[config.mk]
export PLATFORM = sky130hd
export DESIGN_NAME = rtc_tick_prescaler
export DESIGN_NICKNAME = d
export VERILOG_FILES = /design/src/rtl/rtc_tick_pkg.sv /design/src/rtl/rtc_phase_acc.sv /design/src/rtl/rtc_tap_divider.sv /design/src/rtl/rtc_tick_prescaler.sv
export SDC_FILE = /design/constraint.sdc
export NUM_CORES = 1
export LEC_CHECK = 0
export BUFFER_PORTS_ARGS = -buffer_cell sky130_fd_sc_hd__buf_2
export CELL_PAD_IN_SITES_DETAIL_PLACEMENT = 1
export CELL_PAD_IN_SITES_GLOBAL_PLACEMENT = 1
export CORE_MARGIN = 2
export CORE_UTILIZATION = 35
export CTS_CLUSTER_DIAMETER = 80
export DETAILED_ROUTE_END_ITERATION = 8
export PLACE_DENSITY = 0.66
export SYNTH_ARGS = -nofsm -noshare
export SYNTH_HDL_FRONTEND = slang
export SYNTH_SLANG_ARGS = --single-unit
[constraint.sdc]
create_clock -name clk -period 6.2 [get_ports clk]
set_clock_uncertainty 0.15 [all_clocks]
set_input_delay 1.24 -clock clk [delete_from_list [all_inputs] [get_ports clk]]
set_output_delay 1.24 -clock clk [all_outputs]
set_load 0.01 [all_outputs]
[src/rtl/rtc_tick_pkg.sv]
package rtc_tick_pkg;
    localparam int unsigned BASE_HZ    = 1024;
    localparam int unsigned REF_MAX_HZ = 38400;
    localparam int unsigned ACC_W      = $clog2(REF_MAX_HZ + BASE_HZ) + 1;

    typedef enum logic [0:0] {ST_IDLE = 1'b0, ST_RUN = 1'b1} tick_state_e;
    typedef logic [1:0] ref_sel_t;

    // Reference frequency in Hz for each select code; code 3 has none.
    function automatic logic [ACC_W-1:0] ref_hz(input ref_sel_t sel);
        logic [ACC_W-1:0] hz;
        case (sel)
            2'd0:    hz = ACC_W'(32768);
            2'd1:    hz = ACC_W'(32000);
            2'd2:    hz = ACC_W'(38400);
            default: hz = '0;
        endcase
        return hz;
    endfunction

    function automatic logic sel_valid(input ref_sel_t sel);
        return sel != 2'd3;
    endfunction
endpackage

[src/rtl/rtc_phase_acc.sv]
module rtc_phase_acc #(
    parameter int unsigned W   = rtc_tick_pkg::ACC_W,
    parameter int unsigned INC = rtc_tick_pkg::BASE_HZ
) (
    input  logic         clk,
    input  logic         rst_n,
    input  logic         clr,
    input  logic         step,
    input  logic [W-1:0] modulus,
    output logic         base_evt
);
    logic [W-1:0] acc_q;
    logic [W-1:0] sum;

    assign sum      = acc_q + W'(INC);
    assign base_evt = step && (sum >= modulus);

    always_ff @(posedge clk or negedge rst_n) begin
        if (!rst_n) begin
            acc_q <= '0;
        end else if (clr) begin
            acc_q <= '0;
        end else if (step) begin
            acc_q <= base_evt ? (sum - modulus) : sum;
        end
    end
endmodule

[src/rtl/rtc_tap_divider.sv]
module rtc_tap_divider #(
    parameter int unsigned CNT_W    = 10,
    parameter int unsigned NUM_TAPS = CNT_W - 1
) (
    input  logic                clk,
    input  logic                rst_n,
    input  logic                clr,
    input  logic                adv,
    output logic                sec_hit,
    output logic [NUM_TAPS-1:0] tap_hit
);
    logic [CNT_W-1:0] cnt_q;
    logic [CNT_W-1:0] cnt_nxt;

    assign cnt_nxt = cnt_q + 1'b1;
    assign sec_hit = adv && (cnt_nxt == '0);

    // Tap k divides the base event by 2^(CNT_W-1-k).
    for (genvar k = 0; k < NUM_TAPS; k++) begin : g_tap
        localparam int unsigned LOW = CNT_W - 1 - k;
        assign tap_hit[k] = adv && (cnt_nxt[LOW-1:0] == '0);
    end

    always_ff @(posedge clk or negedge rst_n) begin
        if (!rst_n) begin
            cnt_q <= '0;
        end else if (clr) begin
            cnt_q <= '0;
        end else if (adv) begin
            cnt_q <= cnt_nxt;
        end
    end
endmodule

[src/rtl/rtc_tick_prescaler.sv]
module rtc_tick_prescaler
    import rtc_tick_pkg::*;
#(
    parameter int unsigned CNT_W    = $clog2(rtc_tick_pkg::BASE_HZ),
    parameter int unsigned NUM_TAPS = CNT_W - 1
) (
    input  logic                clk,
    input  logic                rst_n,
    input  logic                ref_pulse,
    input  logic                enable,
    input  logic [1:0]          ref_sel,
    output logic                sec_tick,
    output logic [NUM_TAPS-1:0] rate_tick
);
    tick_state_e         state_q, state_d;
    ref_sel_t            sel_q;
    logic                cfg_ok;
    logic                active;
    logic                base_evt;
    logic                sec_hit;
    logic [NUM_TAPS-1:0] tap_hit;

    assign cfg_ok = enable && sel_valid(ref_sel);
    assign active = (state_q == ST_RUN) && cfg_ok && (ref_sel == sel_q);

    // Next state: START and HALT transitions.
    always_comb begin
        unique case (state_q)
            ST_IDLE: state_d = cfg_ok ? ST_RUN : ST_IDLE;
            ST_RUN:  state_d = active ? ST_RUN : ST_IDLE;
        endcase
    end

    always_ff @(posedge clk or negedge rst_n) begin
        if (!rst_n) state_q <= ST_IDLE;
        else        state_q <= state_d;
    end

    // Registered outputs and captured selection.
    always_ff @(posedge clk or negedge rst_n) begin
        if (!rst_n) begin
            sel_q     <= 2'd0;
            sec_tick  <= 1'b0;
            rate_tick <= '0;
        end else begin
            if (state_q == ST_IDLE) sel_q <= ref_sel;
            sec_tick  <= active && sec_hit;
            rate_tick <= active ? tap_hit : '0;
        end
    end

    rtc_phase_acc #(
        .W   (ACC_W),
        .INC (BASE_HZ)
    ) u_phase_acc (
        .clk      (clk),
        .rst_n    (rst_n),
        .clr      (!active),
        .step     (active && ref_pulse),
        .modulus  (ref_hz(sel_q)),
        .base_evt (base_evt)
    );

    rtc_tap_divider #(
        .CNT_W    (CNT_W),
        .NUM_TAPS (NUM_TAPS)
    ) u_tap_divider (
        .clk     (clk),
        .rst_n   (rst_n),
        .clr     (!active),
        .adv     (base_evt),
        .sec_hit (sec_hit),
        .tap_hit (tap_hit)
    );
endmodule

# Word-level counts from Yosys, hierarchy flattened
# Index checks and enable logic that the tools add are counted.
# word_totals
mem_count,0
output_inout_bits,10
mem_bits_rw,0
latchBits,0
mem_bits_ro,0
regBits,40
input_bits,6
# op_classes
n_div,0
multipliers,0
eq_ne,6
n_addsub,3
bitwise,2
order_cmp,1
n_mux,10
n_shift,0
n_reduce_logical,26
# op_table
op,count
17-bit two-way mux,3
16-bit case mux with 3 select lines,1
10-bit two-way mux,2
17-bit by 11-bit adder with 17-bit output (second input constant),1
17-bit by 16-bit greater-or-equal comparator with 1-bit output,1
17-bit by 16-bit subtractor with 17-bit output,1
1-bit logical AND,16
10-bit by 1-bit adder with 10-bit output (second input constant),1
10-bit logical NOT,1
9-bit logical NOT,1
9-bit two-way mux,1
8-bit logical NOT,1
7-bit logical NOT,1
6-bit logical NOT,1
5-bit logical NOT,1
2-bit logical NOT,2
4-bit logical NOT,1
2-bit by 1-bit inequality test with 1-bit output (second input constant),2
3-bit logical NOT,1
2-bit by 1-bit == test with 1-bit output (second input constant),1
2-bit == test,1
2-bit == test (second input constant),1
1-bit two-way mux,2
2-bit inequality test (second input constant),1
2 further kinds,3

# Depth between registers and ports, before layout
# logic_depth
ltp_word,9
mapped_depth,12
ltp_nobuf,11

# By module
# Synthesis repeated with hierarchy kept, for this count alone.
# unflattened
cells_unflattened,337
hier_area_um2,3095.5
# modules_own_cells
module,instances,seq_area_each_um2,cells_per_inst,area_per_inst_um2
rtc_phase_acc,1,425.4,210,1770.4
rtc_tap_divider,1,250.2,84,755.7
rtc_tick_prescaler,1,325.3,43,569.3

# Worst setup path before layout
# Ideal clock, no wire load.
# synth_path
path_kind,reg2reg
startpoint,register u_phase_acc.acc_q[10]
endpoint,register u_phase_acc.acc_q[14]
required_ns,5.914
path_stages_with_launch,13
synth_period_minus_slack_ns,2.802
path_buffers,2
t_arrival_ns,2.515
slack_ns,3.398
cell_sequence,dfrtp_1 ha_1 nand3_4 xnor2_1 ha_1 and3_1 a31oi_1 nand4_4 buf_6 o21ai_2 buf_4 a2bb2oi_1 a21oi_1
# synth_between
elab_chain_len,6
word_cells_on_any_way,7
cone_classes,add/sub: 2; order compare: 1; mux: 3; reduce/logical: 1
# synth_lines
element,line_no,source
start: declaration,rtc_phase_acc.sv:12,logic [W-1:0] acc_q;
start signal: assignment,rtc_phase_acc.sv:24,acc_q <= base_evt ? (sum - modulus) : sum;
17-bit by 11-bit adder with 17-bit output (*),rtc_phase_acc.sv:15,assign sum = acc_q + W'(INC);
17-bit by 16-bit greater-or-equal comparator with 1-bit output,rtc_phase_acc.sv:16,assign base_evt = step && (sum >= modulus);
1-bit logical AND,rtc_phase_acc.sv:16,
17-bit two-way mux (*),rtc_phase_acc.sv:24,
17-bit two-way mux (*),rtc_phase_acc.sv:23,end else if (step) begin
17-bit two-way mux (*),rtc_phase_acc.sv:21,end else if (clr) begin
# Every way passes the cells marked *; elsewhere a longest branch is shown, timed or not. The select of a mux whose other input is x is not followed.
# A chain may end at the register's enable or synchronous reset.

# Final worst setup path
# layout_path
startpoint,register u_phase_acc.acc_q[10]
endpoint,register sec_tick
# layout_between
elab_chain_len,5
# layout_lines
element,line_no,source
17-bit by 11-bit adder with 17-bit output,rtc_phase_acc.sv:15,
17-bit by 16-bit greater-or-equal comparator with 1-bit output,rtc_phase_acc.sv:16,
1-bit logical AND,rtc_phase_acc.sv:16,
1-bit logical AND,rtc_tap_divider.sv:16,assign sec_hit = adv && (cnt_nxt == '0);
1-bit logical AND,rtc_tick_prescaler.sv:47,sec_tick <= active && sec_hit;
end signal: assignment,rtc_tick_prescaler.sv:47,
end: declaration,rtc_tick_prescaler.sv:12,"output logic sec_tick,"
# No other way between the ends.

==> flow_summary.toml <==
[routing]
drc_errors = 0
num_vias = 1741
via_per_inst = 5.28
ant_nets = 0
wl_mm = 5.07
dr.pass1.iters = 4
drt_first_iter_violations = 67
wl_per_cell_um = 15.4

[setup_path]
worstSetupPathDepth = 10
cp_common_cell = "ha_1"
cp_top_family = "simple AND/OR/NAND/NOR gates"
cp.arrival_ns = 3.41
startpoint = "u_phase_acc.acc_q[10]"
max_stage_delay_ns = 0.51
r2r_end = "sec_tick"
worstPathCellList = "ha_1, nand3_4, xnor2_1, ha_1, and3_1, o21ai_0, a21oi_2, o21ai_1, or3_1, nor2_1"
path_max_fanout = 13
r2r_cells = 10
cp.required_ns = 6.26
end_kind = "flop"
critPathSlowestCell = "a21oi_2"
r2r-start = "u_phase_acc.acc_q[10]"
cp.buffers_inverters = 0
start_kind = "flop"
worst-r2r-setup-slack_ns = 2.85
endpoint = "sec_tick"
critical_path_class = "flop to flop"

[clock_network]
clk_path_buf_depth = 2
clk_pin_slew_ns = 0.07
cts_root_buf = "clkbuf_8"
cts_tree = "built"
ctsResizeCount = 0
cts_buffers = 5
hold_buffers = 0
clock_latency_ns = 0.28
clock-sinks = 32
htreeDepth = 2
cts_setup_buffers = 0

[layout]
n_antenna_cell = 0
syn_to_final_growth_pct = 9.59
regArea_um2 = 801
drive_above_1_share_pct = 12.2
final_nets = 275
final_cell_count_no_fill = 330
multi_input_comb_area_um2 = 1290
fillers = 719

[status]
status = "completed"

[floorplanning]
core_area_um2 = 5990
dieArea_um2 = 6910
floorplan.initialDensity_pct = 36.6
std_cell_rows = 28
fp.dieW_um = 83.1
fp.dieH_um = 83.1
io_pins = 16

[pwr]
leakagePower_uw = 0.00109
pwr-share-clk_pct = 33.7
power_frac_seq_pct = 43.6
p_per_area_nw_per_um2 = 205
p_int_uw = 344
ir_drop_v = 0.0000956
switching_share_pct = 30.0
switchingPower_uw = 148
combPwrFrac_pct = 22.6

[sta]
setup_viol = 0
drv_slew = 0
max_freq_mhz = 299
fin_crit_sh_pct = 54.0
slew_headroom_pct = 50.9
hold_viol_final = 0
worst_pin_slew_ns = 0.737
rsz0062_at_grt = "no"
timing.setup.tns_ns = 0
finalCriticalPeriod_ns = 3.35

[yosys]
synth_top_area_share_pct = 36.5
synth_flop_cell = "dfrtp_1"
synth_most_common_cell = "dfrtp_1"
syn_avg_cell_area_um2 = 9.06
synth_xor_area_share_pct = 8.39
ys_async_sr_fraction_pct = 100
synthMuxAreaShare_pct = 2.40
synthSimpleGateAreaFrac_pct = 23.1
synthCells = 242
ys_types = 52
syn_nets = 263
synth_edf_count = 0
yosys-top-cells-count = "dfrtp_1 (32), nor2_1 (30), inv_1 (15)"
synth_compound_area_share_pct = 15.9
yosysWarnings = 0
mappedNetlistArea_um2 = 2190
ys_ff_latch = 32
synth_area_leader_cell = "dfrtp_1"
synth_top_family_by_area = "simple AND/OR/NAND/NOR gates"
yosysSeqAreaShare_pct = 36.5
synth-adder-area-share_pct = 8.90
synth_area_leaders = "dfrtp_1 (37%), ha_1 (8.0%), xor2_1 (5.2%)"

[placed_design]
io_buffers = 15
gp_congestion = 0.746
dpl.cell_count = 322
hpwl_mm = 3.84

[global_routing]
grt_pass1_wl_mm = 9.06
antenna_found_initial = 0
grt_pass1_vias = 1803
track_usage_pct = 16.1
grt_max_degree = 33
grt_overflow_total = 0

[flow_run]
max-cap-violations = 0

[min_path]
whs_path_depth = 2
min_path_type = "flop to flop"
-- cells by family (layout without fill, tap and decap cells) --
logic type,count (synthesis),count (layout)
adder cells (fa/ha/maj),15,15
multiplexers,5,5
buffers and inverters,25,38
AND/OR/NAND/NOR,91,91
flip-flops,32,32
XOR/XNOR,21,21
AO/OA/AOI/OAI,53,53
-- flip-flops by register name (all words and copies together) (netlist names) --
name / flops
u_phase_acc.acc_q: 9
sel_q: 2
u_tap_divider.cnt_q: 10
sec_tick: 1
rate_tick: 9
state_q: 1
-- metrics by stage --
step	util (%)	instance area (um^2)	power [uW]	hold WS (ns)	worst slack, ns
final	40.1	2400	492	0.395	2.85
after global routing	40.1	2400	523	0.433	2.55
after CTS	40.1	2400	498	0.404	2.84
after detailed placement	38.6	2310	331	0.395	2.87
after global placement	38.6	2310	329	0.382	2.99
after floorplan	-	2190	302	0.351	3.40
-- power by group through the flow --
stage	clock network [uW]	logic, uW	registers (uW)
6_report	166	111	215
5_1_grt	181	127	215
4_1_cts	171	113	215
3_5_place_dp	0	112	219
3_3_place_gp	0	110	218
2_1_floorplan	0	84.0	218
-- per-layer routing --
layer / wire length (um) / share of wire [%] / track usage [%]
met3: 110 / 2.2 / 2.68
met2: 2380 / 47 / 25.5
met1: 2550 / 50 / 23.0
met4: 41 / 0.81 / 3.58
met5: 0 / 0 / 0
-- cell usage in the layout (no fill, tap or decap), types with 2 or more instances in the layout --
cell,netlist,layout
clkbuf_1,8,2
o21ai_1,2,2
clkbuf_8,0,6
inv_1,15,15
nand3_1,9,9
xor2_1,13,13
mux2_2,2,2
nor2b_1,5,5
ha_1,14,14
o21ai_0,9,9
a31oi_1,5,5
o31a_1,2,2
a21oi_1,12,12
nor2_1,30,30
xnor2_1,8,8
nand2_1,13,13
nand2b_1,4,4
buf_2,0,15
o211ai_1,6,6
o22ai_1,3,3
nor4bb_1,2,2
nor3_1,5,5
nand4_1,2,2
or3_1,3,3
a311oi_1,2,2
nor3b_1,2,2
nand3b_1,3,3
mux2i_1,3,3
and4_1,2,2
and3_1,3,3
dfrtp_1,32,32
-- worst register-to-register path: stages, from the launching register on --
cell	delay, ns
dfrtp_1	0.39
ha_1	0.30
nand3_4	0.14
xnor2_1	0.16
ha_1	0.37
and3_1	0.20
o21ai_0	0.10
a21oi_2	0.51
o21ai_1	0.33
or3_1	0.49
nor2_1	0.13
-- area by class of cell --
cell class              instances  area share, %
inverters                      15           2.34
repair buffers                 15           3.13
well taps                      75           3.91
multi-input cells             185           53.5
flip-flops and latches         32           33.3
clock buffers                   8           3.75
-- how the worst min path moves through the flow --
stage                                 to                 start  slack [ns]
floorplan           u_phase_acc.acc_q[8]  u_phase_acc.acc_q[8]        0.35
global placement    u_phase_acc.acc_q[8]  u_phase_acc.acc_q[8]        0.38
detailed placement  u_phase_acc.acc_q[8]  u_phase_acc.acc_q[8]        0.40
CTS                 u_phase_acc.acc_q[8]  u_phase_acc.acc_q[8]        0.40
global route        u_phase_acc.acc_q[8]  u_phase_acc.acc_q[8]        0.43
finish              u_phase_acc.acc_q[8]  u_phase_acc.acc_q[8]        0.39
(Power assumes the default switching activity.)
